--- config.mk ---
export PLATFORM = sky130hd
export DESIGN_NAME = pbfmt_expander
export DESIGN_NICKNAME = d
export VERILOG_FILES = /design/src/rtl/pbfmt_pkg.sv /design/src/rtl/pbfmt_decode.sv /design/src/rtl/pbfmt_law_expand.sv /design/src/rtl/pbfmt_assemble.sv /design/src/rtl/pbfmt_expander.sv
export SDC_FILE = /design/constraint.sdc
export NUM_CORES = 1
export LEC_CHECK = 0
export BUFFER_PORTS_ARGS = -buffer_cell sky130_fd_sc_hd__buf_2
export CAP_MARGIN = 20
export CORE_ASPECT_RATIO = 1.75
export CORE_MARGIN = 1
export CORE_UTILIZATION = 45
export CTS_CLUSTER_DIAMETER = 200
export CTS_CLUSTER_SIZE = 16
export DETAILED_ROUTE_END_ITERATION = 10
export PLACE_DENSITY = 0.76
export SLEW_MARGIN = 25
export SYNTH_ARGS = -nofsm -noshare
export SYNTH_HDL_FRONTEND = slang
export SYNTH_HIERARCHICAL = 1
export SYNTH_SLANG_ARGS = --single-unit
--- constraint.sdc ---
create_clock -name clk -period 2.9 [get_ports clk]
set_input_delay 0.435 -clock clk [delete_from_list [all_inputs] [get_ports clk]]
set_output_delay 0.435 -clock clk [all_outputs]
set_load 0.1 [all_outputs]
--- src/rtl/pbfmt_pkg.sv ---
package pbfmt_pkg;
  localparam int BYTE_W   = 8;
  localparam int SAMPLE_W = 2 * BYTE_W;
  localparam int RATE_W   = 16;
  localparam int CODE_W   = 3;

  typedef enum logic [CODE_W-1:0] {
    ENC_U8    = 3'd0,
    ENC_MULAW = 3'd1,
    ENC_S16LE = 3'd2,
    ENC_ALAW  = 3'd3,
    ENC_RSV4  = 3'd4,
    ENC_ADPCM = 3'd5,
    ENC_S16BE = 3'd6,
    ENC_RSV7  = 3'd7
  } enc_e;

  typedef struct packed {
    logic [RATE_W-1:0] rate;
    logic              stereo;
    enc_e              enc;
    logic [1:0]        shift;
    logic              err;
  } fmt_info_t;

  function automatic logic [RATE_W-1:0] rate_lookup(input logic xtal,
                                                    input logic [2:0] idx);
    logic [RATE_W-1:0] r;
    case ({xtal, idx})
      4'b0_000: r = 16'd8000;
      4'b0_001: r = 16'd16000;
      4'b0_010: r = 16'd27420;
      4'b0_011: r = 16'd32000;
      4'b0_110: r = 16'd48000;
      4'b0_111: r = 16'd9000;
      4'b1_000: r = 16'd5510;
      4'b1_001: r = 16'd11025;
      4'b1_010: r = 16'd18900;
      4'b1_011: r = 16'd22050;
      4'b1_100: r = 16'd37800;
      4'b1_101: r = 16'd44100;
      4'b1_110: r = 16'd33075;
      4'b1_111: r = 16'd6620;
      default:  r = '0;
    endcase
    return r;
  endfunction

  function automatic logic enc_is_wide(input enc_e e);
    return (e == ENC_S16LE) || (e == ENC_S16BE);
  endfunction
endpackage

--- src/rtl/pbfmt_decode.sv ---
module pbfmt_decode
  import pbfmt_pkg::*;
(
  input  logic [BYTE_W-1:0] fmt_byte,
  input  logic              wide_codes,
  output fmt_info_t         info
);
  logic [2:0] rate_idx;
  logic       xtal;
  enc_e       enc;
  logic       code_bad;
  logic       rate_bad;

  always_comb begin
    xtal     = fmt_byte[0];
    rate_idx = fmt_byte[3:1];
    enc      = enc_e'(wide_codes ? fmt_byte[7:5] : {1'b0, fmt_byte[6:5]});
    code_bad = (enc == ENC_RSV4) || (enc == ENC_ADPCM) || (enc == ENC_RSV7);

    info.rate   = rate_lookup(xtal, rate_idx);
    rate_bad    = (info.rate == '0);
    info.stereo = fmt_byte[4];
    info.enc    = enc;
    if (enc_is_wide(enc)) info.shift = fmt_byte[4] ? 2'd2 : 2'd1;
    else                  info.shift = fmt_byte[4] ? 2'd1 : 2'd0;
    info.err    = rate_bad || code_bad;
  end
endmodule

--- src/rtl/pbfmt_law_expand.sv ---
module pbfmt_law_expand
  import pbfmt_pkg::*;
#(
  parameter bit IS_ALAW = 1'b0
) (
  input  logic [BYTE_W-1:0]   code_in,
  output logic [SAMPLE_W-1:0] lin_out
);
  generate
    if (IS_ALAW) begin : g_alaw
      logic [BYTE_W-1:0]   a;
      logic [2:0]          seg;
      logic [SAMPLE_W-1:0] base;
      logic [SAMPLE_W-1:0] mag;
      always_comb begin
        a    = code_in ^ 8'h55;
        seg  = a[6:4];
        base = SAMPLE_W'({a[3:0], 4'b0000});
        if (seg == 3'd0) mag = base + 16'd8;
        else             mag = (base + 16'd264) << (seg - 3'd1);
        lin_out = a[7] ? mag : (16'd0 - mag);
      end
    end else begin : g_mulaw
      logic [BYTE_W-1:0]   u;
      logic [SAMPLE_W-1:0] t;
      always_comb begin
        u       = ~code_in;
        t       = (SAMPLE_W'({u[3:0], 3'b000}) + 16'd132) << u[6:4];
        lin_out = u[7] ? (16'd132 - t) : (t - 16'd132);
      end
    end
  endgenerate
endmodule

--- src/rtl/pbfmt_assemble.sv ---
module pbfmt_assemble
  import pbfmt_pkg::*;
(
  input  logic                clk,
  input  logic                rst_n,
  input  enc_e                enc,
  input  logic                err,
  input  logic                flush,
  input  logic                in_valid,
  input  logic [BYTE_W-1:0]   in_data,
  output logic                in_ready,
  input  logic [SAMPLE_W-1:0] mu_val,
  input  logic [SAMPLE_W-1:0] a_val,
  output logic                out_valid,
  output logic [SAMPLE_W-1:0] out_data,
  input  logic                out_ready
);
  logic                half_q, half_n;
  logic [BYTE_W-1:0]   hold_q, hold_n;
  logic                ov_q, ov_n;
  logic [SAMPLE_W-1:0] od_q, od_n;
  logic                accept;
  logic                wide;
  logic [SAMPLE_W-1:0] sample;

  always_comb begin
    wide     = enc_is_wide(enc);
    in_ready = !err && !flush && (!ov_q || out_ready);
    accept   = in_valid && in_ready;
    case (enc)
      ENC_U8:    sample = {8'h00, in_data};
      ENC_MULAW: sample = mu_val;
      ENC_ALAW:  sample = a_val;
      ENC_S16LE: sample = {in_data, hold_q};
      ENC_S16BE: sample = {hold_q, in_data};
      default:   sample = '0;
    endcase
  end

  always_comb begin
    half_n = half_q;
    hold_n = hold_q;
    ov_n   = ov_q;
    od_n   = od_q;
    if (flush) begin
      half_n = 1'b0;
      ov_n   = 1'b0;
    end else begin
      if (ov_q && out_ready) ov_n = 1'b0;
      if (accept) begin
        if (wide && !half_q) begin
          half_n = 1'b1;
          hold_n = in_data;
        end else begin
          half_n = 1'b0;
          ov_n   = 1'b1;
          od_n   = sample;
        end
      end
    end
  end

  always_ff @(posedge clk or negedge rst_n) begin
    if (!rst_n) begin
      half_q <= 1'b0;
      hold_q <= '0;
      ov_q   <= 1'b0;
      od_q   <= '0;
    end else begin
      half_q <= half_n;
      hold_q <= hold_n;
      ov_q   <= ov_n;
      od_q   <= od_n;
    end
  end

  assign out_valid = ov_q;
  assign out_data  = od_q;

  // a stalled sample stays put
  p_stall_hold_r11: assert property (@(posedge clk) disable iff (!rst_n)
    (ov_q && !out_ready && !flush) |=> (ov_q && $stable(od_q)));

  // a pending half only exists under a 16-bit code
  p_half_wide_r7: assert property (@(posedge clk) disable iff (!rst_n)
    half_q |-> wide);
endmodule

--- src/rtl/pbfmt_expander.sv ---
module pbfmt_expander
  import pbfmt_pkg::*;
#(
  parameter int SYNC_STAGES = 2
) (
  input  logic                clk,
  input  logic                rst_n,
  input  logic                fmt_load,
  input  logic [BYTE_W-1:0]   fmt_byte,
  input  logic                wide_codes,
  input  logic                in_valid,
  input  logic [BYTE_W-1:0]   in_data,
  output logic                in_ready,
  output logic                out_valid,
  output logic [SAMPLE_W-1:0] out_data,
  input  logic                out_ready,
  output logic [RATE_W-1:0]   rate_hz,
  output logic                stereo,
  output logic [CODE_W-1:0]   enc_code,
  output logic [1:0]          cnt_shift,
  output logic                fmt_err
);
  logic [SYNC_STAGES-1:0] rs_q;
  logic                   rst_ns;

  always_ff @(posedge clk or negedge rst_n) begin
    if (!rst_n) rs_q <= '0;
    else        rs_q <= {rs_q[SYNC_STAGES-2:0], 1'b1};
  end
  assign rst_ns = rs_q[SYNC_STAGES-1];

  logic [BYTE_W-1:0] fmt_q, fmt_n;
  logic              wide_q, wide_n;

  always_comb begin
    fmt_n  = fmt_q;
    wide_n = wide_q;
    if (fmt_load) begin
      fmt_n  = fmt_byte;
      wide_n = wide_codes;
    end
  end

  always_ff @(posedge clk or negedge rst_ns) begin
    if (!rst_ns) begin
      fmt_q  <= '0;
      wide_q <= 1'b0;
    end else begin
      fmt_q  <= fmt_n;
      wide_q <= wide_n;
    end
  end

  fmt_info_t info;

  pbfmt_decode u_decode (
    .fmt_byte   (fmt_q),
    .wide_codes (wide_q),
    .info       (info)
  );

  logic [SAMPLE_W-1:0] mu_val;
  logic [SAMPLE_W-1:0] a_val;

  pbfmt_law_expand #(.IS_ALAW(1'b0)) u_mulaw (
    .code_in (in_data),
    .lin_out (mu_val)
  );

  pbfmt_law_expand #(.IS_ALAW(1'b1)) u_alaw (
    .code_in (in_data),
    .lin_out (a_val)
  );

  pbfmt_assemble u_asm (
    .clk       (clk),
    .rst_n     (rst_ns),
    .enc       (info.enc),
    .err       (info.err),
    .flush     (fmt_load),
    .in_valid  (in_valid),
    .in_data   (in_data),
    .in_ready  (in_ready),
    .mu_val    (mu_val),
    .a_val     (a_val),
    .out_valid (out_valid),
    .out_data  (out_data),
    .out_ready (out_ready)
  );

  assign rate_hz   = info.rate;
  assign stereo    = info.stereo;
  assign enc_code  = info.enc;
  assign cnt_shift = info.shift;
  assign fmt_err   = info.err;

  // no sample leaves while the format is in error
  p_err_silent_r10: assert property (@(posedge clk) disable iff (!rst_ns)
    fmt_err |-> (!out_valid && !in_ready));

  // a load empties the output register
  p_load_flush_r12: assert property (@(posedge clk) disable iff (!rst_ns)
    fmt_load |=> !out_valid);

  // no byte is taken in a load cycle
  p_load_block_r12: assert property (@(posedge clk) disable iff (!rst_ns)
    fmt_load |-> !in_ready);

  // decoded outputs change only after a load
  p_fmt_steady_r1: assert property (@(posedge clk) disable iff (!rst_ns)
    !fmt_load |=> ($stable(rate_hz) && $stable(enc_code) && $stable(stereo)));
endmodule

Word level (Yosys, flattened, before mapping) --
Memories as Yosys holds them, arrays and structs flattened. Index checks and enable logic that the tools add are counted.
Word-level totals: memories kept 1, register bits 37, bits in read-only memories 256, output and inout port bits 41
Cells by class: bitwise operators 4, $add $sub $neg 7, multiplexer cells 15, reductions and logical operators 20, eq/ne operators 7, shifts and indexed selects 2
Memory list:
- (no name shown) | words 16, bits a word 16, read ports 1, clocked after Yosys merged registers in 0, wr ports 0, RTL line pbfmt_pkg.sv:29 | case ({xtal, idx})
Operator list (number):
- 16-bit one-hot mux with 5 select lines | 1
- 16-bit 2-to-1 mux | 3
- 16-bit by 3-bit left shift with 16-bit output | 2
- 16-bit zero test | 1
- 1-bit by 16-bit subtractor with 16-bit output (first input constant) | 1
- 16-bit by 8-bit subtractor with 16-bit output (second input constant) | 1
- 8-bit by 16-bit subtractor with 16-bit output (first input constant) | 1
- 3-bit == test (second input constant) | 4
- 8-bit by 9-bit adder with 10-bit output (second input constant) | 1
- 7-bit by 8-bit adder with 9-bit output (second input constant) | 1
- 8-bit by 4-bit adder with 9-bit output (second input constant) | 1
- 1-bit 2-to-1 mux | 8
- 8-bit NOT | 1
- 3-bit by 2-bit == test with 1-bit output (second input constant) | 2
- 3-bit zero test | 2
- 3-bit AND reduction | 2
- 1-bit logical AND | 5
- 1-bit logical OR | 5
- 1-bit zero test | 4
- 2-bit 2-to-1 mux | 2
- 4-bit NOT | 1
- 3-bit by 1-bit == test with 1-bit output (second input constant) | 1
- 3-bit 2-to-1 mux | 1
- 3-bit by 1-bit subtractor with 3-bit output (second input constant) | 1
- 2 further kinds | 3

Depth between registers and ports, before layout --
depth in word-level cells 11, mapped depth 17, mapped depth without buffers 15

Cells and area by module --
Netlist, hierarchy kept.
By module, submodules not included:
- pbfmt_assemble | cells each 150, area an instance 1541.5 um^2, times used 1, seq. area each 650.6 um^2
- pbfmt_law_expand (u_mulaw) | cells each 152, area an instance 1126.1 um^2, times used 1, seq. area each 0.0 um^2
- pbfmt_law_expand (u_alaw) | cells each 136, area an instance 935.9 um^2, times used 1, seq. area each 0.0 um^2
- pbfmt_decode | cells each 77, area an instance 516.7 um^2, times used 1, seq. area each 0.0 um^2
- pbfmt_expander | cells each 22, area an instance 425.4 um^2, times used 1, seq. area each 275.3 um^2

Worst setup path after synthesis --
OpenSTA, ideal clock, no wires.
kind reg2out, from register fmt_q[2], to output in_ready, slack -3.716 ns, data required time 2.465 ns, data arrival time 6.181 ns, cell stages (with the launch flop) 7, cells stage by stage dfrtp_1 > inv_1 > ha_1 > a221oi_1 > or4_1 > o41ai_2 > nor3_1
On the way: word-level cells in the longest chain between the ends 6
Ends and longest elaborated chain:
- start, declared | RTL line pbfmt_expander.sv:32 | logic [BYTE_W-1:0] fmt_q, fmt_n;
- start signal, assigned | RTL line pbfmt_expander.sv:49 | fmt_q <= fmt_n;
- memory read 16 x 16 bit
- net rate_hz[8] | RTL line pbfmt_expander.sv:17 | output logic [RATE_W-1:0] rate_hz,
- 16-bit zero test | RTL line pbfmt_decode.sv:21 | rate_bad = (info.rate == '0);
- 1-bit logical OR | RTL line pbfmt_decode.sv:26 | info.err = rate_bad || code_bad;
- net fmt_err | RTL line pbfmt_expander.sv:21 | output logic fmt_err
- 1-bit zero test | RTL line pbfmt_assemble.sv:28 | in_ready = !err && !flush && (!ov_q || out_ready);
- 1-bit logical AND (2 in a row) | RTL line pbfmt_assemble.sv:28
- end, declared | RTL line pbfmt_expander.sv:13 | output logic in_ready,
The timed path passes the listed nets, and every way through them passes these cells.

Worst setup path in the final report --
from register fmt_q[1], to output in_ready
On the way: word-level cells in the longest chain between the ends 6
Ends and longest elaborated chain (RTL line):
- memory read 16 x 16 bit
- 16-bit zero test | pbfmt_decode.sv:21
- 1-bit logical OR | pbfmt_decode.sv:26
- 1-bit zero test | pbfmt_assemble.sv:28
- 1-bit logical AND (2 in a row) | pbfmt_assemble.sv:28
No other way between the ends.

==> flow_metrics.py <==
metrics = {
    "sta": {
        "setup_ws_ns": -0.112,
        "fmax_mhz": 332,
        "worstMarginPinSlew_ns": 0.584,
        "hold_slack_ns": 0.292,
        "min_period_ns": 3.01,
        "finalClockSkew_ns": 0.00332,
        "hold_violations": 0,
        "period_share_pct": 104,
        "rsz0062_at_grt": "true",
        "slew_violations": 0,
        "max_slew_margin_pct": 61.0,
        "setup_viol": 2,
    },
    "clock_network": {
        "clockBufferDepth": 2,
        "clk_latency_ns": 0.28,
        "htree_levels": 2,
        "cts-buffers-inserted": 5,
        "clock-sinks": 37,
        "clockRootBuffer": "clkbuf_16",
        "path_clk_slew_ns": 0.06,
        "tritoncts": "done",
    },
    "worst_setup_path": {
        "startpoint_type": "flip-flop",
        "slowest_delay_ns": 0.54,
        "arrival_ns": 2.58,
        "crit_buf_inv": 3,
        "cp_data_required_time_ns": 2.47,
        "worst_r2r_startpoint": "fmt_q[1]",
        "worstSetupEndpointType": "primary output",
        "crit_type": "flip-flop to primary output",
        "worstPathCellList": "buf_4 -> ha_1 -> nor2b_2 -> a31oi_4 -> or4_4 -> o41ai_4 -> buf_4 -> nor3_4 -> buf_12",
        "cp_common_cell": "buf_4",
        "critPathTopFamily": "simple AND/OR/NAND/NOR gates",
        "cp-startpoint": "fmt_q[1]",
        "crit_slowest_cell": "or4_4",
        "cp_max_fo": 6,
    },
    "synthesis": {
        "seq_area_frac_synth_pct": 20.4,
        "yosys.area_share.xor_xnor_pct": 4.24,
        "synth_edf_count": 0,
        "synth_area_sq_mm": 0.00455,
        "yosysUniqueCellTypes": 89,
        "synth_mux_area_share_pct": 15.2,
        "synthCells": 537,
        "syn_avg_cell_area_sq_um": 8.46,
        "synth-simple-area-share_pct": 20.5,
        "ys_seq_elements": 37,
        "synth_flop_cell": "dfrtp_1",
        "synth_warnings": 6,
        "synthAdderAreaFrac_pct": 4.95,
        "synth_compound_area_share_pct": 25.9,
        "synthArstFlopShare_pct": 100,
        "synth_top_family_by_area": "compound AO/OA/AOI/OAI gates",
    },
    "placement": {
        "dp_hpwl_mm": 11.4,
        "place_area_sq_mm": 0.00564,
        "dp_worst_setup_slack_ns": -0.327,
        "gp_congestion": 0.942,
        "port-buffer-count": 62,
    },
    "drt": {
        "via_count": 5008,
        "drc_errors": 0,
        "ant_nets": 0,
        "drtIter0Drc": 366,
        "wl_mm": 16.0,
        "first_pass_iters": 5,
        "wl_per_cell_um": 19.9,
        "via_per_inst": 6.25,
    },
    "power_and_ir_drop": {
        "cellPowerDensity_mw_per_mm2": 578,
        "leakage_uw": 0.00278,
        "peakVddDrop_uv": 724,
    },
    "global_routing": {
        "antenna_found_initial": 0,
        "grt_max_degree": 36,
        "grt_overflow": 0,
        "grt_pass1_wl_mm": 23.5,
        "track_usage_pct": 28.4,
        "first_global_vias": 4823,
    },
    "final_layout": {
        "final_util_pct": 62.8,
        "drive_above_1_share_pct": 40.5,
        "syn2layout_area_growth_pct": 36.0,
        "stdcell_area_sq_mm": 0.00618,
        "nets": 715,
        "num_antenna_cells": 0,
    },
    "die": {
        "die_h_um": 135,
        "dieArea_sq_mm": 0.0105,
        "ioPinCount": 63,
        "rows": 48,
        "core_area_sq_mm": 0.00985,
        "start_util_pct": 46.2,
        "die_w_um": 78.0,
    },
    "status": {
        "violations": "setup timing",
        "outcome": "complete, but fails checks",
    },
    "flow_run": {
        "drv_cap": 0,
    },
    "min_path": {
        "hold_class": "flip-flop to asynchronous set/reset pin",
    },
}
[path summary, 6_finish.rpt]
path                                      to  slack [ns]  depth (start not counted)
setup / recovery                    in_ready       -0.11                          9
hold / removal             u_asm/out_data[8]        0.29                          1
setup reg to reg             u_asm/hold_q[0]        0.01                         12
hold reg to reg            u_asm/out_data[8]        0.29                          1
max in group asynchronous           fmt_q[1]        2.28                          1
min in group clk                    fmt_q[4]        0.38                          2
[cells in the final DEF, fill, tap and decap left out, types with 8 or more instances in the layout]
cell / n
a211oi_1: 15
a21oi_1: 37
buf_2: 60
buf_4: 103
dfrtp_1: 35
ha_1: 8
inv_1: 11
mux2_4: 18
mux2i_1: 34
nand2_1: 37
nand2b_1: 11
nand3_1: 15
nor2_1: 27
nor2b_1: 10
o21ai_0: 25
o22a_1: 9
xnor2_1: 14
[synth_stat cells (all sizes together) (3+ instances only)]
master	number	area, sq um
a2111oi	3	26.3
a211oi	16	125
a21boi	3	22.5
a21o	3	22.5
a21oi	42	210
a221o	3	30.0
a31oi	11	68.8
a41oi	3	33.8
and2b	3	22.5
and3b	4	35.0
and4	4	37.5
buf	38	270
clkbuf	13	53.8
conb	3	11.3
dfrtp	37	926
ha	18	225
inv	16	60.1
mux2	20	293
mux2i	35	354
nand2	39	146
nand2b	13	88.8
nand3	16	80.1
nand3b	4	30.0
nor2	28	105
nor2b	11	68.8
nor3	4	25.0
nor3b	3	22.5
nor4	7	71.3
o211ai	6	50.1
o21a	3	22.5
o21ai	34	170
o221ai	3	32.5
o22a	9	78.8
o22ai	5	31.3
o31ai	8	65.1
or3	4	25.0
or4b	3	33.8
xnor2	14	123
xor2	8	70.1
[worst reg2reg max path: stages, from the launching register on]
cell and delay [ns]:
dfrtp_2 0.43, buf_4 0.17, ha_1 0.23, nor2b_2 0.19
a31oi_4 0.06, or4_4 0.54, o41ai_4 0.24, buf_4 0.18
nor2_4 0.04, nand3_2 0.08, or3_4 0.17, clkbuf_16 0.15
mux2_4 0.30
[area by class of cell]
cell class / count / area [sq um]
Sequential cell: 37 / 928
Tap cell: 125 / 156
Clock buffer: 5 / 125
Multi-Input combinational cell: 435 / 3560
Inverter: 17 / 68.8
Timing Repair Buffer: 179 / 1320
Fill cell: 789 / 3670
Clock inverter: 3 / 22.5
[cell families after synthesis]
| group | Yosys count |
|---|---|
| AO/OA/AOI/OAI | 172 |
| buffers and inverters | 68 |
| AND/OR/NAND/NOR | 160 |
| flip-flops | 37 |
| multiplexers | 57 |
| XOR/XNOR | 22 |
| other | 3 |
| adder cells (fa/ha/maj) | 18 |
[where the power goes]
group	leakage [uW]	switching, uW	total (uW)	internal [uW]
Combinational	0.00226	1610	2290	689
Clock	0.0000621	217	535	318
Sequential	0.000456	98.7	742	643
Total	0.00278	1920	3570	1650
[flip-flops by register name, summed over array words and instances (netlist names)]
signal,flops
rs_q,2
u_asm/out_data,16
wide_q,1
u_asm/hold_q,8
u_asm/half_q,1
u_asm/out_valid,1
fmt_q,8
[through the flow]
stage | TNS [ns] | total power [uW] | cells
global placement | -1.28 | 2850 | 777
CTS | -0.0855 | 3450 | 788
detailed placement | -2.19 | 2890 | 777
global route | -0.632 | 3700 | 801
floorplan | -34.57 | 2390 | 540
finish | -0.168 | 3570 | 801
[per-layer routing]
metal  vias to the layer above  track usage, %  routed length (um)
li1                       2271               -                   -
met1                      2399            28.4                5490
met2                       259            52.8                8370
met3                        79            2.30                 829
met4                         0            22.9                1260
met5                         -               0                   0
[what timing repair did]
| action | CTS | global route |
|---|---|---|
| pin swaps | 5 | 17 |
| hold buffers | 1 | 0 |
| buffers inserted | 2 | 11 |
| hold endpoints to repair | 2 | 0 |
| setup endpoints to repair | 22 | 26 |
| gates resized for setup | 11 | 52 |
| cloned | 0 | 3 |
(Power assumes the default switching activity.)
